<file path="src/rtl/pgr_irq_pkg.sv">
package pgr_irq_pkg;
  localparam int DATA_W   = 8;
  localparam int SEL_W    = 4;
  localparam int B_CALL   = 2;
  localparam int B_PTR    = 3;
  localparam int B_ALERT  = 4;
  localparam int B_OOR    = 5;
  localparam int B_MON    = 6;
  localparam int B_PER    = 7;
  localparam int C_MONSEL = 2;
  typedef logic [DATA_W-1:0] byte_t;
endpackage

</file>
<file path="src/rtl/pgr_host_port.sv">
module pgr_host_port
  import pgr_irq_pkg::*;
#(
  parameter int SEL_BITS = SEL_W
) (
  input  logic  clk,
  input  logic  rst_n,
  input  logic  idx_we,
  input  logic  we,
  input  logic  re,
  input  byte_t wdata,
  input  byte_t status,
  output byte_t rdata,
  output byte_t ctrl,
  output logic  stat_rd
);
  localparam logic [SEL_BITS-1:0] SEL_STAT = '0;

  byte_t idx_q, idx_d;
  byte_t ctrl_q, ctrl_d;
  logic  sel_zero;

  assign sel_zero = (idx_q[SEL_BITS-1:0] == SEL_STAT);

  always_comb begin
    idx_d  = idx_q;
    ctrl_d = ctrl_q;
    if (idx_we)
      idx_d = wdata;
    if (we && sel_zero)
      ctrl_d = wdata;
  end

  always_ff @(posedge clk or negedge rst_n) begin
    if (!rst_n) begin
      idx_q  <= '0;
      ctrl_q <= '0;
    end else begin
      idx_q  <= idx_d;
      ctrl_q <= ctrl_d;
    end
  end

  assign rdata   = sel_zero ? status : '0;
  assign stat_rd = re && sel_zero;
  assign ctrl    = ctrl_q;


  ctrl_hold_chk: assert property (@(posedge clk) disable iff (!rst_n)
    (we && !idx_we && idx_q[SEL_BITS-1:0] != SEL_STAT) |=> $stable(ctrl_q));
endmodule

</file>
<file path="src/rtl/pgr_lvl_edge.sv">
module pgr_lvl_edge #(
  parameter int N = 3
) (
  input  logic         clk,
  input  logic         rst_n,
  input  logic [N-1:0] lvl,
  output logic [N-1:0] chg
);
  logic [N-1:0] prev_q;
  logic         armed_q;

  always_ff @(posedge clk or negedge rst_n) begin
    if (!rst_n) begin
      prev_q  <= '0;
      armed_q <= 1'b0;
    end else begin
      prev_q  <= lvl;
      armed_q <= 1'b1;
    end
  end

  for (genvar i = 0; i < N; i++) begin : g_det
    assign chg[i] = armed_q && (lvl[i] != prev_q[i]);
  end
endmodule

</file>
<file path="src/rtl/pgr_irq_core.sv">
module pgr_irq_core
  import pgr_irq_pkg::*;
(
  input  logic  clk,
  input  logic  rst_n,
  input  byte_t ctrl,
  input  logic  stat_rd,
  input  logic  ev_call,
  input  logic  ev_ptr_eq,
  input  logic  ev_periodic,
  input  logic  ev_alert,
  input  logic  ev_sync,
  input  logic  oor_chg,
  input  logic  bat_chg,
  input  logic  rxe_chg,
  input  logic  rxe,
  input  logic  dfail,
  output byte_t status,
  output logic  irq
);
  byte_t stat_q, stat_d, set_vec;
  logic  irq_q, irq_d;
  logic  callp_q, callp_d, othp_q, othp_d;
  logic  mon_chg, mon_rxe;
  logic  imm, def_oth, cp, op, fire_def, fire_sync;

  assign mon_rxe = ctrl[C_MONSEL];
  assign mon_chg = mon_rxe ? rxe_chg : bat_chg;

  always_comb begin
    set_vec         = '0;
    set_vec[B_CALL]  = ev_call;
    set_vec[B_PTR]   = ev_ptr_eq;
    set_vec[B_ALERT] = ev_alert;
    set_vec[B_OOR]   = oor_chg;
    set_vec[B_MON]   = mon_chg;
    set_vec[B_PER]   = ev_periodic;
  end

  assign imm = ev_ptr_eq | ev_alert
             | (ev_periodic & ~ctrl[B_PER])
             | (mon_chg & mon_rxe & ~ctrl[B_MON]);

  assign def_oth = (oor_chg & ~ctrl[B_OOR])
                 | (mon_chg & ~mon_rxe & ~ctrl[B_MON]);

  assign cp = callp_q & ~stat_rd;
  assign op = othp_q & ~stat_rd;

  assign fire_def  = ~rxe & (cp | op | ev_call | def_oth);
  assign fire_sync = rxe & ev_sync & ~dfail & (cp | ev_call);

  always_comb begin
    stat_d  = (stat_rd ? '0 : stat_q) | set_vec;
    irq_d   = (irq_q & ~stat_rd) | imm | fire_def | fire_sync;
    callp_d = (cp | ev_call) & rxe & ~fire_sync;
    othp_d  = (op | def_oth) & rxe;
  end

  always_ff @(posedge clk or negedge rst_n) begin
    if (!rst_n) begin
      stat_q  <= '0;
      irq_q   <= 1'b0;
      callp_q <= 1'b0;
      othp_q  <= 1'b0;
    end else begin
      stat_q  <= stat_d;
      irq_q   <= irq_d;
      callp_q <= callp_d;
      othp_q  <= othp_d;
    end
  end

  assign status = stat_q;
  assign irq    = irq_q;


  no_pend_rx_off_chk: assert property (@(posedge clk) disable iff (!rst_n)
    !rxe |=> !(callp_q || othp_q));

  rd_clear_chk: assert property (@(posedge clk) disable iff (!rst_n)
    (stat_rd && !ev_call && !ev_ptr_eq && !ev_periodic && !ev_alert
     && !oor_chg && !bat_chg && !rxe_chg) |=> (stat_q == '0 && !irq_q));

  ptr_imm_chk: assert property (@(posedge clk) disable iff (!rst_n)
    ev_ptr_eq |=> (irq_q && stat_q[B_PTR]));

  irq_cause_chk: assert property (@(posedge clk) disable iff (!rst_n)
    $rose(irq_q) |-> (stat_q != '0 || $past(stat_q) != '0));

  per_mask_chk: assert property (@(posedge clk) disable iff (!rst_n)
    (ev_periodic && ctrl[B_PER] && !irq_q && !imm && !fire_def && !fire_sync)
      |=> (!irq_q && stat_q[B_PER]));
endmodule

</file>
<file path="src/rtl/pgr_status_irq.sv">
module pgr_status_irq
  import pgr_irq_pkg::*;
#(
  parameter bit IRQ_ACT_HIGH = 1'b1
) (
  input  logic       clk,
  input  logic       rst_n,
  input  logic       hst_idx_we,
  input  logic       hst_we,
  input  logic       hst_re,
  input  logic [7:0] hst_wdata,
  output logic [7:0] hst_rdata,
  input  logic       ev_call,
  input  logic       ev_ptr_eq,
  input  logic       ev_periodic,
  input  logic       ev_alert,
  input  logic       ev_sync,
  input  logic       lv_oor,
  input  logic       lv_batlow,
  input  logic       lv_rxe,
  input  logic       lv_dfail,
  output logic       irq_o
);
  localparam int NLVL = 3;

  byte_t        ctrl, status;
  logic         stat_rd, irq_raw;
  logic [NLVL-1:0] lvl_vec, chg_vec;

  assign lvl_vec = {lv_rxe, lv_batlow, lv_oor};

  pgr_host_port #(.SEL_BITS(SEL_W)) u_port (
    .clk(clk), .rst_n(rst_n), .idx_we(hst_idx_we), .we(hst_we), .re(hst_re),
    .wdata(hst_wdata), .status(status), .rdata(hst_rdata), .ctrl(ctrl),
    .stat_rd(stat_rd)
  );

  pgr_lvl_edge #(.N(NLVL)) u_edge (
    .clk(clk), .rst_n(rst_n), .lvl(lvl_vec), .chg(chg_vec)
  );

  pgr_irq_core u_core (
    .clk(clk), .rst_n(rst_n), .ctrl(ctrl), .stat_rd(stat_rd),
    .ev_call(ev_call), .ev_ptr_eq(ev_ptr_eq), .ev_periodic(ev_periodic),
    .ev_alert(ev_alert), .ev_sync(ev_sync),
    .oor_chg(chg_vec[0]), .bat_chg(chg_vec[1]), .rxe_chg(chg_vec[2]),
    .rxe(lv_rxe), .dfail(lv_dfail), .status(status), .irq(irq_raw)
  );

  if (IRQ_ACT_HIGH) begin : g_pol_hi
    assign irq_o = irq_raw;
  end else begin : g_pol_lo
    assign irq_o = ~irq_raw;
  end
endmodule

</file>
<file path="config.mk">
export PLATFORM = sky130hd
export DESIGN_NAME = pgr_status_irq
export DESIGN_NICKNAME = d
export VERILOG_FILES = /design/src/rtl/pgr_irq_pkg.sv /design/src/rtl/pgr_host_port.sv /design/src/rtl/pgr_lvl_edge.sv /design/src/rtl/pgr_irq_core.sv /design/src/rtl/pgr_status_irq.sv
export SDC_FILE = /design/constraint.sdc
export NUM_CORES = 1
export LEC_CHECK = 0
export BUFFER_PORTS_ARGS = -buffer_cell sky130_fd_sc_hd__buf_2
export CAP_MARGIN = 15
export CORE_UTILIZATION = 35
export CTS_CLUSTER_DIAMETER = 60
export DETAILED_ROUTE_END_ITERATION = 7
export MAX_ROUTING_LAYER = met4
export SYNTH_ARGS = -nofsm -noshare
export SYNTH_HDL_FRONTEND = slang
export SYNTH_SLANG_ARGS = --single-unit
</file>
<file path="constraint.sdc">
create_clock -name clk -period 2.2 [get_ports clk]
set_clock_uncertainty 0.05 [all_clocks]
set_input_delay 0.33 -clock clk [delete_from_list [all_inputs] [get_ports clk]]
set_output_delay 0.33 -clock clk [all_outputs]
set_load 0.02 [all_outputs]
</file>
==> out/results.txt <==
Post-route insts no fill -> 132
Clock group share of total power -> 23.1%
Routed Antenna Nets -> 0
Peak VDD IR -> 0.0003988 V
Fillcell total -> 254
Dpl hpwl -> 1204 um
Final nets -> 125
Drt total wl -> 1595 um
Max-slew violation count -> 0
Achievable Freq -> 0.5047 GHz
Gr usage total -> 14.38%
Die Wd -> 52.91 um
Setup_tns -> 0 ns
Placer Congestion -> 0.8359
Worst-Skew Late Latency -> 0.30 ns
Max Buffers Root-to-Sink -> 2
CP peak stage delay -> 0.50 ns
Vias/cell -> 4.871
Die area -> 0.002799 mm^2
Switch share -> 26.58%
Top delay family on crit path -> simple AND/OR/NAND/NOR gates
Async SR Flop Fraction -> 100.0%
Sequential area share after synthesis -> 57.93%
RR Startpoint -> u_port.idx_q[3]
Number of setup violations in the final report -> 0
Fin crit share -> 90.06%
Ant diodes -> 0
Setup CP Type -> flop to output port
Crit path buffers/inverters -> 1
Cell Rows -> 18
Mean routed wirelength per cell -> 12.08 um
Slowest-stage cell, CP -> nor4_4
Synth area leader -> dfrtp_1
DRT met1 WL -> 722 um
Startpoint Class -> flop
CP max FO -> 9
Max cap viols -> 0
Top Ports -> 31
Switch Pwr -> 0.2114 mW
Reg power frac -> 59.4%
Cells after synthesis -> 71
Seq cells post-synth -> 21
Worst hold path class -> input port to flop
Synthesis warning total -> 0
DRC -> 0
Initial antenna violation count -> 0
Initial DRC count -> 10
CTS Root Cell -> clkbuf_4
Total CTS buffers -> 3
Top cells by count, synth -> dfrtp_1, mux2_2, and2_2
Static leakage power -> 0.5004 nW
Worst-path cell chain -> nor4_4 > and2_2 > buf_2
Largest net degree at the start of global routing -> 22
Post-Syn Area per Cell -> 12.78 um^2
Top post-synthesis cells by area -> dfrtp_1, mux2_2, and2_2
Area grow syn2layout -> 21.79%
Synthesized area -> 907.1 um^2
Critical Path Source -> u_port.idx_q[3]
Count leader, synth -> dfrtp_1
Post-layout min period -> 1.981 ns
Hold Crit Start -> lv_batlow
Layout cells sized above 1 -> 44.12%
Htree depth -> 1
CTS tree -> built
Metal3 WL -> 72 um
Synth Flop Type -> dfrtp_1
Die Height -> 52.91 um
Vias -> 643
Comb power frac -> 17.5%
Metal2 WL -> 790 um
Clk slew on worst S/H paths -> 0.12 ns
Core footprint -> 0.002455 mm^2
Internal -> 0.5840 mW
Required time worst endpoint -> 1.82 ns
WHS -> 0.1008 ns
Status -> finished, final reports clean
Final hold vios -> 0
First-pass GRT wire length -> 2711 um
Power Density -> 720.0 mW/mm^2
IO Port Bufs -> 27
Top Layer Used -> met4
# clock sinks -> 21
Placed cell count -> 127
Critical Path AT -> 1.60 ns
Netlist cell types -> 25
Remaining global-route overflow -> 0
Vias in the first global route -> 650
EDFF count, synth -> 0
Initial core utilization -> 36.95%
Top-area cell type share of the netlist area -> 57.93%
Crit path capture type -> output port
Initial DRT Pass Iterations -> 4
Unrepaired setup endpoints after global routing -> no
registers in the layout (all words and copies together), names as in the netlist:
| name | cells |
|---|---|
| u_core.othp_q | 1 |
| u_port.idx_q | 4 |
| u_port.ctrl | 4 |
| u_core.irq | 1 |
| u_core.callp_q | 1 |
| u_edge.armed_q | 1 |
| u_edge.prev_q | 3 |
| u_core.status | 6 |
through the flow:
stage	total power, mW	util (%)	cell area, um^2	setup WS [ns]
floorplan	0.5662	-	910.9	0.6738
global placement	0.6140	43.53	1069	0.3722
detailed placement	0.6203	43.53	1069	0.3771
CTS	0.8055	45.01	1105	0.1903
global route	0.8509	45.01	1105	0.1007
finish	0.7954	45.01	1105	0.2187
final cells by class:
| type | count | area, um^2 | share of cell area [%] |
|---|---|---|---|
| Clock buffer | 4 | 26.28 | 2.378 |
| Inverter | 2 | 7.507 | 0.6795 |
| Multi-Input combinational cell | 47 | 362.8 | 32.84 |
| Sequential cell | 21 | 525.5 | 47.57 |
| Tap cell | 30 | 37.54 | 3.398 |
| Timing Repair Buffer | 28 | 145.1 | 13.14 |
timing repair:
action	in CTS	in global routing
gates resized for setup	0	0
hold endpoints to repair	21	0
setup buffers	0	0
hold buffers	1	0
layer usage:
layer,vias to the layer above,global-route usage [%]
li1,309,-
met1,313,16.39
met2,19,23.21
met3,2,3.448
met4,0,7.895
met5,-,-
power by group through the flow:
stage | clock network, mW | registers (mW) | logic [mW]
global route | 0.212 | 0.482 | 0.158
finish | 0.184 | 0.472 | 0.139
detailed placement | 0 | 0.481 | 0.140
global placement | 0 | 0.479 | 0.135
floorplan | 0 | 0.470 | 0.0959
CTS | 0.191 | 0.473 | 0.141
logic make-up (layout without fill, tap and decap cells):
family	Yosys count	after routing	synth area share (%)
other cells	2	3	0.8279
xor+xnor	3	3	2.897
mux	8	8	9.931
buf+inv	4	34	2.483
flops	21	21	57.93
compound gates	14	14	10.90
simple gates	19	19	15.04
cells in the final DEF, fill, tap and decap left out:
cell type / instances
a211oi_1: 1
a21o_1: 4
a21oi_1: 1
a221o_1: 1
a22o_1: 2
a31oi_1: 1
and2_2: 6
and3b_1: 1
buf_2: 27
clkbuf_1: 1
clkbuf_4: 3
conb_1: 3
dfrtp_1: 21
dlygate4sd3_1: 1
inv_1: 2
mux2_2: 8
nand2_1: 5
nand3b_1: 1
nand4b_1: 1
nor2b_1: 1
nor3_1: 2
nor4_4: 1
o211ai_1: 1
o21ai_0: 2
o21ai_1: 1
or4b_1: 1
xnor2_1: 1
xor2_1: 2
final timing paths:
| check | end | slack (ns) | depth (start not counted) |
|---|---|---|---|
| max | hst_rdata[6] | 0.22 | 3 |
| min | u_edge.prev_q[1] | 0.10 | 1 |
| max reg2reg | u_core.irq | 0.38 | 3 |
| min reg2reg | u_core.status[2] | 0.43 | 1 |
| max in group asynchronous | u_edge.armed_q | 1.34 | 2 |
| min in group asynchronous | u_port.idx_q[1] | 0.44 | 2 |
Power figures use the tool's default switching activity.
